<file path="src/rtl/mlm_pkg.sv">
package mlm_pkg;

  localparam int NSTATE = 8;

  // feedback bit of the recursive encoder for input u at state st
  function automatic logic trel_fb(input logic [2:0] st, input logic u);
    return u ^ st[1] ^ st[0];
  endfunction

  function automatic logic [2:0] trel_next(input logic [2:0] st, input logic u);
    return {trel_fb(st, u), st[2], st[1]};
  endfunction

  function automatic logic trel_par(input logic [2:0] st, input logic u);
    return trel_fb(st, u) ^ st[2] ^ st[0];
  endfunction

  // j-th predecessor of state ns
  function automatic logic [2:0] trel_pred(input logic [2:0] ns, input logic j);
    return {ns[1], ns[0], j};
  endfunction

  // input bit that drives the j-th predecessor into ns
  function automatic logic trel_pred_in(input logic [2:0] ns, input logic j);
    logic [2:0] ps;
    ps = trel_pred(ns, j);
    return ns[2] ^ ps[1] ^ ps[0];
  endfunction

endpackage

</file>
<file path="src/rtl/mlm_branch.sv">
module mlm_branch #(
  parameter int SW = 6
) (
  input  logic signed [SW-1:0]  sys_i,
  input  logic signed [SW-1:0]  par_i,
  input  logic signed [SW-1:0]  apr_i,
  output logic [3:0][SW+1:0]    gamma_o
);

  logic signed [SW+1:0] lsum;
  logic signed [SW+1:0] pext;
  logic [SW+1:0] cu0, cu1, cp0, cp1;

  assign lsum = (SW+2)'(sys_i) + (SW+2)'(apr_i);
  assign pext = (SW+2)'(par_i);

  // costs offset so the agreeing decision is free
  always_comb begin
    cu0 = (lsum > 0) ? lsum  : '0;
    cu1 = (lsum < 0) ? -lsum : '0;
    cp0 = (pext > 0) ? pext  : '0;
    cp1 = (pext < 0) ? -pext : '0;
    gamma_o[0] = cu0 + cp0;
    gamma_o[1] = cu0 + cp1;
    gamma_o[2] = cu1 + cp0;
    gamma_o[3] = cu1 + cp1;
  end

endmodule

</file>
<file path="src/rtl/mlm_acs.sv">
module mlm_acs import mlm_pkg::*; #(
  parameter int MW = 10,
  parameter int GW = 8
) (
  input  logic                         dir_bwd,
  input  logic [NSTATE-1:0][MW-1:0]    metric_i,
  input  logic [3:0][GW-1:0]           gamma_i,
  output logic [NSTATE-1:0][MW-1:0]    metric_o
);

  localparam logic [MW:0] SATV = {1'b0, {MW{1'b1}}};

  logic [NSTATE-1:0][MW:0] raw;
  logic [MW:0] mn;

  for (genvar s = 0; s < NSTATE; s++) begin : g_st
    localparam logic [2:0] FP0 = trel_pred(3'(s), 1'b0);
    localparam logic [2:0] FP1 = trel_pred(3'(s), 1'b1);
    localparam logic       FU0 = trel_pred_in(3'(s), 1'b0);
    localparam logic       FU1 = trel_pred_in(3'(s), 1'b1);
    localparam logic       FQ0 = trel_par(FP0, FU0);
    localparam logic       FQ1 = trel_par(FP1, FU1);
    localparam logic [2:0] BN0 = trel_next(3'(s), 1'b0);
    localparam logic [2:0] BN1 = trel_next(3'(s), 1'b1);
    localparam logic       BQ0 = trel_par(3'(s), 1'b0);
    localparam logic       BQ1 = trel_par(3'(s), 1'b1);

    logic [MW:0] c0, c1;

    assign c0 = dir_bwd
      ? (MW+1)'(metric_i[BN0]) + (MW+1)'(gamma_i[{1'b0, BQ0}])
      : (MW+1)'(metric_i[FP0]) + (MW+1)'(gamma_i[{FU0, FQ0}]);
    assign c1 = dir_bwd
      ? (MW+1)'(metric_i[BN1]) + (MW+1)'(gamma_i[{1'b1, BQ1}])
      : (MW+1)'(metric_i[FP1]) + (MW+1)'(gamma_i[{FU1, FQ1}]);
    assign raw[s] = (c1 < c0) ? c1 : c0;
  end

  // normalize to the vector minimum, then clamp to the metric range
  always_comb begin
    mn = raw[0];
    for (int i = 1; i < NSTATE; i++) begin
      if (raw[i] < mn) mn = raw[i];
    end
    for (int i = 0; i < NSTATE; i++) begin
      if ((raw[i] - mn) > SATV) metric_o[i] = '1;
      else                      metric_o[i] = MW'(raw[i] - mn);
    end
  end

endmodule

</file>
<file path="src/rtl/mlm_llr.sv">
module mlm_llr import mlm_pkg::*; #(
  parameter int MW = 10,
  parameter int GW = 8,
  parameter int LW = MW + 3
) (
  input  logic [NSTATE-1:0][MW-1:0]  alpha_i,
  input  logic [NSTATE-1:0][MW-1:0]  beta_i,
  input  logic [3:0][GW-1:0]         gamma_i,
  output logic signed [LW-1:0]       llr_o
);

  localparam int PW = MW + 2;

  logic [NSTATE-1:0][PW-1:0] path0, path1;
  logic [PW-1:0] mn0, mn1;

  for (genvar s = 0; s < NSTATE; s++) begin : g_path
    localparam logic [2:0] N0 = trel_next(3'(s), 1'b0);
    localparam logic [2:0] N1 = trel_next(3'(s), 1'b1);
    localparam logic       Q0 = trel_par(3'(s), 1'b0);
    localparam logic       Q1 = trel_par(3'(s), 1'b1);

    assign path0[s] = PW'(alpha_i[s]) + PW'(gamma_i[{1'b0, Q0}]) + PW'(beta_i[N0]);
    assign path1[s] = PW'(alpha_i[s]) + PW'(gamma_i[{1'b1, Q1}]) + PW'(beta_i[N1]);
  end

  always_comb begin
    mn0 = path0[0];
    mn1 = path1[0];
    for (int i = 1; i < NSTATE; i++) begin
      if (path0[i] < mn0) mn0 = path0[i];
      if (path1[i] < mn1) mn1 = path1[i];
    end
    llr_o = $signed({1'b0, mn1}) - $signed({1'b0, mn0});
  end

endmodule

</file>
<file path="src/rtl/mlm_step_unit.sv">
module mlm_step_unit import mlm_pkg::*; #(
  parameter  int SW = 6,
  parameter  int MW = 10,
  localparam int LW = MW + 3
) (
  input  logic                     clk,
  input  logic                     rst_n,
  input  logic                     in_valid,
  input  logic                     dir_bwd,
  input  logic                     step_first,
  input  logic signed [SW-1:0]     sys_in,
  input  logic signed [SW-1:0]     par_in,
  input  logic signed [SW-1:0]     apr_in,
  input  logic [NSTATE*MW-1:0]     fwd_metric_in,
  input  logic [NSTATE*MW-1:0]     bwd_metric_in,
  output logic                     out_valid,
  output logic [NSTATE*MW-1:0]     metric_out,
  output logic signed [LW-1:0]     llr_out
);

  localparam int GW = SW + 2;

  logic [NSTATE-1:0][MW-1:0] start_vec, fwd_eff, bwd_eff, acs_in, acs_out;
  logic [NSTATE-1:0][MW-1:0] metric_d, metric_q;
  logic [3:0][GW-1:0]        gamma;
  logic signed [LW-1:0]      llr_w, llr_d, llr_q;
  logic                      vld_d, vld_q;

  always_comb begin
    start_vec    = '1;
    start_vec[0] = '0;
  end

  assign fwd_eff = (step_first && !dir_bwd) ? start_vec : fwd_metric_in;
  assign bwd_eff = (step_first &&  dir_bwd) ? start_vec : bwd_metric_in;
  assign acs_in  = dir_bwd ? bwd_eff : fwd_eff;

  mlm_branch #(.SW(SW)) i_branch (
    .sys_i   (sys_in),
    .par_i   (par_in),
    .apr_i   (apr_in),
    .gamma_o (gamma)
  );

  mlm_acs #(.MW(MW), .GW(GW)) i_acs (
    .dir_bwd  (dir_bwd),
    .metric_i (acs_in),
    .gamma_i  (gamma),
    .metric_o (acs_out)
  );

  mlm_llr #(.MW(MW), .GW(GW), .LW(LW)) i_llr (
    .alpha_i (fwd_eff),
    .beta_i  (bwd_eff),
    .gamma_i (gamma),
    .llr_o   (llr_w)
  );

  // next state: capture only on a valid step
  always_comb begin
    vld_d    = in_valid;
    metric_d = metric_q;
    llr_d    = llr_q;
    if (in_valid) begin
      metric_d = acs_out;
      llr_d    = llr_w;
    end
  end

  always_ff @(posedge clk or negedge rst_n) begin
    if (!rst_n) begin
      vld_q    <= 1'b0;
      metric_q <= '0;
      llr_q    <= '0;
    end else begin
      vld_q    <= vld_d;
      metric_q <= metric_d;
      llr_q    <= llr_d;
    end
  end

  assign out_valid  = vld_q;
  assign metric_out = metric_q;
  assign llr_out    = llr_q;

endmodule

</file>
<file path="config.mk">
export PLATFORM = sky130hd
export DESIGN_NAME = mlm_step_unit
export DESIGN_NICKNAME = d
export VERILOG_FILES = /design/src/rtl/mlm_pkg.sv /design/src/rtl/mlm_branch.sv /design/src/rtl/mlm_acs.sv /design/src/rtl/mlm_llr.sv /design/src/rtl/mlm_step_unit.sv
export SDC_FILE = /design/constraint.sdc
export NUM_CORES = 2
export LEC_CHECK = 0
export ABC_AREA = 1
export BUFFER_PORTS_ARGS = -buffer_cell sky130_fd_sc_hd__buf_4
export CAP_MARGIN = 10
export CORE_MARGIN = 2
export CORE_UTILIZATION = 30
export DETAILED_ROUTE_END_ITERATION = 8
export PLACE_DENSITY = 0.49
export SETUP_SLACK_MARGIN = 0.1
export SLEW_MARGIN = 15
export SYNTH_ARGS = -nofsm -noshare
export SYNTH_HDL_FRONTEND = slang
export SYNTH_SLANG_ARGS = --single-unit
</file>
<file path="constraint.sdc">
create_clock -name clk -period 1.1 [get_ports clk]
set_input_delay 0 -clock clk [delete_from_list [all_inputs] [get_ports clk]]
set_output_delay 0 -clock clk [all_outputs]
set_load 0.02 [all_outputs]
</file>
==> metrics.md <==
| Metric | Value |
|---|---|
| Status | `finished, violations left` |
| Failing checks | `DRC, slew limit, setup timing` |
| Max stage delay on crit path | `roughly 0.58 ns` |
| Die X | `between 300 and 400 um` |
| Via count | `around 58,000` |
| Slowest-stage cell, CP | `a2111o_1` |
| Die area | `between 100,000 and 150,000 sq um` |
| Final instance area | `roughly 75,000 sq um` |
| Area after DPL | `between 60,000 and 70,000 sq um` |
| Initial Util | `around 30%` |
| Root buffer cell | `clkbuf_16` |
| Worst-path fanout max | `7` |
| Fin. Hold Viols | `0` |
| Register-to-Register Path Depth | `3` |
| Via count of the first global-routing pass | `55,513` |
| Worst EP required | `~1.4 ns` |
| Share of cells above drive strength 1 | `a little over two fifths` |
| CP most frequent cell | `ha_4` |
| Mapped cell area | `around 43,000 sq um` |
| Final Setup Violations | `93` |
| Clk pin slew, worst setup/hold paths | `around 0.080 ns` |
| Cells after Synth | `approximately 7,100` |
| Post-Layout Cell Count | `roughly 12,000` |
| Die Y | `roughly 380 um` |
| CTS tree | `built` |
| Critical Path AT | `~16 ns` |
| Dpl cells | `11,647` |
| Max cap viols | `0` |
| Synth warnings | `0` |
| Clk_skew | `0 ns` |
| Total gr overflow | `0` |
| Async S/R FF share, synth | `100%` |
| Setup crit start kind | `input pin` |
| I/O Buffers | `approximately 280` |
| Max Root-Sink Buffers | `2` |
| Post-synthesis register bit count | `94` |
| Clock Latency Late Sink | `about 0.4 ns` |
| Syn Area/Cell | `about 6 sq um` |
| Routed Antenna Nets | `0` |
| Drt initial violations | `about 3,900` |
| CP endpoint kind | `flip-flop` |
| DPL Wire Length | `between 150,000 and 200,000 um` |
| Max_slew headroom | `-65.1%` |
| DR vias/cell | `4.86` |
| DR DRC count | `52` |
| Crit path time final | `approximately 15 ns` |
| Final WS setup | `-14.19 ns` |
| Synth area leaders | `ha_1, nand2_1, inv_1` |
| First-pass iteration count of the detailed router | `8` |
| I/O pins | `277` |
| Initial antenna violation count | `5` |
| RD Place Congestion | `roughly 1.0` |
| Rows | `139` |
| Core area | `about 140,000 sq um` |
| DR WL/cell | `between 15 and 20 um` |
| Hold_ws | `~0.033 ns` |
| Post-synth EDFFs | `0` |
| Kind of critical path | `input pin to flip-flop` |
| Final WL | `225,000 um` |
| RSZ-0062 raised after global routing | `yes` |
| Period utilization | `1390%` |
| Area Growth Syn to Fin | `73.7%` |
| Sequential share of the synthesized area | `between 5 and 6%` |
| Slew Viols, Final | `11` |
| Synth cell count leaders | `nand2_1, inv_1, ha_1, o21ai_0, nor2_1` |
| Synth cell types | `72` |
| Worst-Margin Slew | `about 2.5 ns` |
| Cell taking the most area after synthesis | `ha_1` |
| First-pass GRT wire length | `roughly 330,000 um` |
| Clock Sinks | `between 90 and 100` |
| Most frequent cell after synthesis | `nand2_1` |
| Max Freq | `0.0654 GHz` |
| H-tree levels | `3` |
| CTS Buf Count | `9` |
| # nets final | `~11,000` |
| Global Route Usage Sum | `29.4%` |
| Top_reg_cell synth | `dfrtp_1` |
| Largest net degree at the start of global routing | `67` |
| Top-area cell type share of the netlist area | `around a quarter` |
| Hold Crit Class | `input pin to asynchronous set/reset pin` |
## repair_timing
item / in CTS / in global routing
resized for setup: 796 / 536
endpoints found under the hold margin: 95 / 0
pin swaps: 289 / 288
cloned: 33 / 3
buffers inserted: 140 / 104
hold buffers: 2 / 0
endpoints found under the setup margin: 96 / 99
## through the flow
stage | TNS, ns | util [%] | worst slack [ns]
6_report | -1299.17 | 52.5 | -14.19
3_5_place_dp | -1429.70 | 46.7 | -15.64
4_1_cts | -1273.82 | 50.2 | -14.01
2_1_floorplan | -1362.49 | - | -15.04
5_1_grt | -1386.87 | 52.5 | -15.11
3_3_place_gp | -1410.85 | 46.7 | -15.36
## worst max-delay path, delay by kind of cell
family,cells,cell delay [ns]
AND/OR/NAND/NOR,29,3.00
adder cells (fa/ha/maj),15,3.96
buffers and inverters,23,2.95
XOR/XNOR,2,0.35
AO/OA/AOI/OAI,32,5.29
## worst paths after layout
kind | start | to | slack [ns]
setup reg to reg | metric_out[44] | metric_out[44] | 0.20
setup / recovery | sys_in[0] | llr_out[12] | -14.19
hold reg to reg | metric_out[63] | metric_out[63] | 0.48
hold / removal | rst_n | metric_out[75] | 0.03
max in group asynchronous | rst_n | metric_out[7] | 0.54
min in group clk | in_valid | metric_out[38] | 0.09
## metal layers
| layer | routed length, um | up-vias | track usage, % |
|---|---|---|---|
| li1 | - | 29299 | - |
| met1 | 103000 | 26952 | 40.0 |
| met2 | 101000 | 1459 | 48.3 |
| met3 | 10500 | 287 | 2.06 |
| met4 | 10100 | 2 | 11.3 |
| met5 | 13 | - | 0 |
## placed cells by master (no fill, tap or decap), types with 110 or more instances in the layout
cell and n:
a21oi_1 441, buf_4 2856, ha_1 668, ha_4 132, inv_1 1064, nand2_1 1376
nand2_2 191, nand3_1 356, nor2_1 500, o21ai_0 354, o21ai_1 149, o21ai_2 118
xnor2_1 110, xor2_1 265
## flip-flops by register name (all words and copies together), names as in the netlist
signal      cells
llr_out        13
metric_out     80
out_valid       1
## logic make-up (layout without fill, tap and decap cells)
| family | after synthesis | in the layout | share of synthesized area, % |
|---|---|---|---|
| compound gates | 1523 | 1524 | 19.4 |
| xor+xnor | 402 | 402 | 8.11 |
| fa+ha+maj | 869 | 869 | 26.1 |
| buf+inv | 1296 | 4181 | 11.8 |
| flops | 94 | 94 | 5.42 |
| mux | 9 | 9 | 0.208 |
| other cells | 1 | 10 | 0.00864 |
| simple gates | 2931 | 2948 | 29.0 |
## final cells by class
type / count / area, sq um
fillers: 14441 / 68300
multi-input cells: 5760 / 42200
repair buffers: 3014 / 23700
inverters: 1147 / 4380
well taps: 1903 / 2380
flip-flops and latches: 94 / 2350
clock buffers: 9 / 225
clock inverters: 7 / 73.8
repair inverters: 4 / 30.0
diodes: 2 / 5.00
Power is not shown: default switching activity piles up to over one toggle a cycle in this logic, so the estimate is an artifact.
